<file path="config.mk">
export PLATFORM = sky130hd
export DESIGN_NAME = ecc_diag_logger
export DESIGN_NICKNAME = d
export VERILOG_FILES = /design/src/rtl/ecc_diag_pkg.sv /design/src/rtl/ecc_diag_counter.sv /design/src/rtl/ecc_diag_live.sv /design/src/rtl/ecc_diag_capture.sv /design/src/rtl/ecc_diag_logger.sv
export SDC_FILE = /design/constraint.sdc
export NUM_CORES = 1
export LEC_CHECK = 0
export CORE_MARGIN = 2
export CORE_UTILIZATION = 44
export CTS_CLUSTER_DIAMETER = 60
export DETAILED_ROUTE_END_ITERATION = 10
export PLACE_DENSITY = 0.82
export SYNTH_ARGS = -nofsm -noshare
export SYNTH_HDL_FRONTEND = slang
export SYNTH_SLANG_ARGS = --single-unit
</file>
<file path="constraint.sdc">
create_clock -name clk -period 2.08 [get_ports clk]
set_input_delay 0.416 -clock clk [delete_from_list [all_inputs] [get_ports clk]]
set_output_delay 0.416 -clock clk [all_outputs]
set_load 0.01 [all_outputs]
</file>
<file path="src/rtl/ecc_diag_pkg.sv">
package ecc_diag_pkg;

    typedef enum logic [1:0] {
        ETYPE_NONE   = 2'b00,
        ETYPE_SINGLE = 2'b01,
        ETYPE_MULTI  = 2'b10
    } etype_t;

    typedef enum logic {
        CAP_ARMED  = 1'b0,
        CAP_FROZEN = 1'b1
    } cap_state_t;

    // Multiple-bit indication dominates the single-bit one.
    function automatic etype_t classify(input logic err, input logic merr);
        if (merr)
            return ETYPE_MULTI;
        else if (err)
            return ETYPE_SINGLE;
        else
            return ETYPE_NONE;
    endfunction

endpackage

</file>
<file path="src/rtl/ecc_diag_counter.sv">
module ecc_diag_counter #(
    parameter int CNT_W = 4
) (
    input  logic             clk,
    input  logic             rst_n,
    input  logic             clr,
    input  logic             hit,
    output logic [CNT_W-1:0] count
);
    localparam logic [CNT_W-1:0] CNT_MAX = {CNT_W{1'b1}};

    logic [CNT_W-1:0] count_q;
    logic [CNT_W-1:0] count_d;

    always_comb begin
        count_d = count_q;
        if (clr)
            count_d = '0;
        else if (hit && (count_q != CNT_MAX))
            count_d = count_q + 1'b1;
    end

    always_ff @(posedge clk or negedge rst_n) begin
        if (!rst_n)
            count_q <= '0;
        else
            count_q <= count_d;
    end

    assign count = count_q;
endmodule

</file>
<file path="src/rtl/ecc_diag_live.sv">
module ecc_diag_live #(
    parameter int SYN_W = 8
) (
    input  logic             clk,
    input  logic             rst_n,
    input  logic [SYN_W-1:0] syn_in,
    output logic [SYN_W-1:0] syn_q
);
    always_ff @(posedge clk or negedge rst_n) begin
        if (!rst_n)
            syn_q <= '0;
        else
            syn_q <= syn_in;
    end
endmodule

</file>
<file path="src/rtl/ecc_diag_capture.sv">
module ecc_diag_capture
    import ecc_diag_pkg::*;
#(
    parameter int DATA_W = 64,
    parameter int CHK_W  = 8
) (
    input  logic              clk,
    input  logic              rst_n,
    input  logic              clr,
    input  logic              err_in,
    input  logic              merr_in,
    input  logic [CHK_W-1:0]  syn_in,
    input  logic [CHK_W-1:0]  chk_in,
    input  logic [DATA_W-1:0] data_in,
    output logic              captured,
    output logic [CHK_W-1:0]  frz_chk,
    output logic [CHK_W-1:0]  frz_syn,
    output logic [1:0]        frz_type,
    output logic [DATA_W-1:0] frz_data
);
    localparam int REC_W = DATA_W + 2 * CHK_W + 2;

    cap_state_t state_q, state_d;
    logic       hit;
    logic       load;
    logic       wipe;
    logic [REC_W-1:0] rec_q;
    logic [REC_W-1:0] rec_in;

    assign hit    = err_in | merr_in;
    assign rec_in = {data_in, chk_in, syn_in, 2'(classify(err_in, merr_in))};

    // Next-state logic and load controls.
    always_comb begin
        state_d = state_q;
        load    = 1'b0;
        wipe    = 1'b0;
        unique case (state_q)
            CAP_ARMED: begin
                if (clr) begin
                    // ARMED_STAY_CLEAR
                    wipe    = 1'b1;
                    state_d = CAP_ARMED;
                end else if (hit) begin
                    // ARMED_TO_FROZEN
                    load    = 1'b1;
                    state_d = CAP_FROZEN;
                end
            end
            CAP_FROZEN: begin
                if (clr) begin
                    // FROZEN_TO_ARMED
                    wipe    = 1'b1;
                    state_d = CAP_ARMED;
                end
            end
            default: begin
                wipe    = 1'b1;
                state_d = CAP_ARMED;
            end
        endcase
    end

    always_ff @(posedge clk or negedge rst_n) begin
        if (!rst_n)
            state_q <= CAP_ARMED;
        else
            state_q <= state_d;
    end

    always_ff @(posedge clk or negedge rst_n) begin
        if (!rst_n)
            rec_q <= '0;
        else if (wipe)
            rec_q <= '0;
        else if (load)
            rec_q <= rec_in;
    end

    assign captured = (state_q == CAP_FROZEN);
    assign frz_type = rec_q[1:0];
    assign frz_syn  = rec_q[2 +: CHK_W];
    assign frz_chk  = rec_q[2 + CHK_W +: CHK_W];
    assign frz_data = rec_q[2 + 2 * CHK_W +: DATA_W];
endmodule

</file>
<file path="src/rtl/ecc_diag_logger.sv">
module ecc_diag_logger #(
    parameter int DATA_W = 64,
    parameter int CHK_W  = 8,
    parameter int CNT_W  = 4
) (
    input  logic              clk,
    input  logic              rst_n,
    input  logic              clr,
    input  logic              err_in,
    input  logic              merr_in,
    input  logic [CHK_W-1:0]  syn_in,
    input  logic [CHK_W-1:0]  chk_in,
    input  logic [DATA_W-1:0] data_in,
    output logic [CNT_W-1:0]  err_count,
    output logic              captured,
    output logic [CHK_W-1:0]  frz_chk,
    output logic [CHK_W-1:0]  frz_syn,
    output logic [1:0]        frz_type,
    output logic [DATA_W-1:0] frz_data,
    output logic [CHK_W-1:0]  live_syn
);
    logic hit;
    assign hit = err_in | merr_in;

    ecc_diag_counter #(.CNT_W(CNT_W)) u_cnt (
        .clk   (clk),
        .rst_n (rst_n),
        .clr   (clr),
        .hit   (hit),
        .count (err_count)
    );

    ecc_diag_capture #(.DATA_W(DATA_W), .CHK_W(CHK_W)) u_cap (
        .clk      (clk),
        .rst_n    (rst_n),
        .clr      (clr),
        .err_in   (err_in),
        .merr_in  (merr_in),
        .syn_in   (syn_in),
        .chk_in   (chk_in),
        .data_in  (data_in),
        .captured (captured),
        .frz_chk  (frz_chk),
        .frz_syn  (frz_syn),
        .frz_type (frz_type),
        .frz_data (frz_data)
    );

    ecc_diag_live #(.SYN_W(CHK_W)) u_live (
        .clk    (clk),
        .rst_n  (rst_n),
        .syn_in (syn_in),
        .syn_q  (live_syn)
    );
endmodule

</file>
==> impl_metrics.toml, run 1 <==
[status]
status = "complete, no violations"

[placed_design]
dp_hpwl_um = 6872
dpl_cell_area_um2 = 6307
place_ws_ns = 0.03658
gp_congestion = 0.8066
port_buffers = 179

[clocking]
ctsLongestPathBuffers = 2
h-tree-depth = 3
cts_made_buffers = 9
path_clk_slew_ns = 0.09
cts_tree = "yes"
post-cts-setup-buffers = 0
clock-root-buffer = "clkbuf_8"
cts.sinks = 95
ctsResizeCount = 0
cts_hold_buf = 0
worstSkewPairLatency_ns = 0.35

[routing]
met2RoutedLength_um = 4805
drtPass1Iterations = 4
viasPerCell = 4.643
wl_per_cell_um = 15.95
highest_layer = "met4"
routed_wirelength_um = 9843
wl_met1_um = 4373
ant_nets = 0
drtIter0Drc = 113
via_count = 2865
wl_met3_um = 513
drc_errors = 0

[power]
power.leakage_nw = 3.026
peakVddDrop_mv = 0.3844
p_per_area_nw_per_um2 = 637.3

[critical_path]
crit_buf_inv = 1
path_delay_family = "buffers and inverters"
cp.required_ns = 1.66
cp-end-kind = "output pin"
startpoint_type = "flip-flop"
path_cells = "clkdlybuf4s50_1"
arrival_ns = 1.35
worstSetupPathType = "reg -> out"
crit_fanout = 6
worst_path_max_delay_cell = "clkdlybuf4s50_1"
max_stage_delay_ns = 0.57

[finish]
design_area_um2 = 6475
n_fill_cell = 762
fin_util_pct = 65.94
final_common_cell = "clkdlybuf4s50_1"
nNetsFinal = 565
n_antenna_cell = 0
area_delta_synth_final_pct = 44.51
final_cell_mix = "177 x clkdlybuf4s50_1, 95 x dfrtp_1, 82 x nor2b_1"
drive_gt1_share_pct = 21.49
layout.area.seq_um2 = 2377
multi_input_area_um2 = 1873

[synthesis]
syn_area_um2 = 4481
postSynthAreaPerCell_um2 = 14.89
ys_top_cells_by_area = "dfrtp_1 53%, mux2_4 27%, nor2b_1 11%, buf_12 4.0%, clkbuf_1 0.67%"
syn_nets = 387
synth.distinct_cells = 23
yosysSeqAreaShare_pct = 53.06
synth_cells = 301
yosys_warnings = 0
yosysTopAreaCell = "dfrtp_1"
synth-seq-cells = 95
synth_top_area_share_pct = 53.06

[die]
initial_core_util_pct = 45.63
core_area_um2 = 9819
die_h_um = 104.9
ios = 180
die_width_um = 104.9
die_area_um2 = 11010
rows = 36

[flow_run]
drv_cap = 0

[global_routing]
grt_pass1_wl_um = 15580
grt_pass1_vias = 2952
grt_usage_pct = 17.86
gr-total-overflow = 0
antenna_found_initial = 0
grt_max_degree = 90

[timing]
hold_viol = 0
holdWs_ns = 0.06817
final-max-slew-violation-count = 0
rsz0062_at_grt = "false"
tightest_slew_ns = 0.6195
timing.final.crit_share_pct = 85.07
min_period_ns = 1.770
fmax_mhz = 565.1
finalSetupViolations = 0
tns_ns = 0
relSlewSlack_pct = 58.70
timing.final.ws_setup_ns = 0.3105
skew_ns = 0.007160

[worst_hold_path]
hold_class = "in -> async"
[per-layer routing]
metal,GRT usage [%],vias up
met5,0,-
met2,28.53,97
met3,3.805,13
met1,24.29,1406
li1,-,1349
met4,5.810,0
[state kept, by name (all words and copies together), names as in the netlist]
register / flops
u_cnt.count: 4
u_live.syn_q: 8
u_cap.rec_q: 82
u_cap.captured: 1
[Yosys cell counts]
| cell | count |
|---|---|
| o21a_1 | 1 |
| nand2_1 | 1 |
| buf_6 | 1 |
| or2b_1 | 1 |
| clkbuf_1 | 8 |
| ha_1 | 1 |
| nor2b_1 | 82 |
| a31oi_1 | 1 |
| dfrtp_1 | 95 |
| buf_2 | 1 |
| inv_1 | 1 |
| nand2b_1 | 2 |
| o2111a_1 | 1 |
| buf_12 | 9 |
| mux2_4 | 80 |
| a211oi_1 | 2 |
| mux2_2 | 1 |
| nor2_1 | 6 |
| or3_4 | 1 |
| a21boi_0 | 1 |
| a21oi_1 | 1 |
| mux2i_1 | 1 |
| nor3_1 | 3 |
[stage by stage]
| step | total power, W | std cells |
|---|---|---|
| finish | 0.004126 | 617 |
| global route | 0.004320 | 617 |
| CTS | 0.004184 | 617 |
| detailed placement | 0.003096 | 601 |
| global placement | 0.003078 | 601 |
| floorplan | 0.002570 | 301 |
[cells by family (layout without fill, tap and decap cells)]
logic type,Yosys count,count (layout),share of synthesized area [%]
and+or+nand+nor,96,96,13.07
DFF,95,95,53.06
muxes,82,82,27.28
buffers and inverters,20,203,5.138
AOI/OAI and AO/OA,7,7,1.173
adders and majority gates,1,1,0.2792
[where the power goes]
part | leakage (nW) | internal (W) | switching (W)
logic | 1.70 | 0.000648 | 0.000343
registers | 1.24 | 0.00199 | 0.0000785
clock network | 0.0874 | 0.000468 | 0.000602
[final cells by class]
class	count	share of cell area [%]
sequential	95	36.71
timing repair buffer	186	29.14
multi-input combinational	186	28.93
tap	133	2.570
clock buffer	13	2.300
clock inverter	3	0.2899
inverter	1	0.05797
[path summary, 6_finish.rpt]
| check | startpoint | endpoint | slack, ns | cells past startpoint |
|---|---|---|---|---|
| min | rst_n | u_live.syn_q[1] | 0.07 | 1 |
| max reg2reg | u_cap.captured | u_cap.rec_q[24] | 0.52 | 3 |
| min in group clk | syn_in[3] | u_live.syn_q[3] | 0.54 | 1 |
| max in group asynchronous | rst_n | u_cap.rec_q[24] | 1.36 | 2 |
| min reg2reg | u_cap.rec_q[1] | u_cap.rec_q[1] | 0.56 | 2 |
| max | u_cnt.count[2] | err_count[2] | 0.31 | 1 |
Power figures use the tool's default switching activity.
==> run 2: changes to the inputs <==
Settings changed: ABC_CLOCK_PERIOD_IN_PS set to 2080.
==> results of run 2 <==
The final DEF is identical to that of run 1; final timing and power are the same.
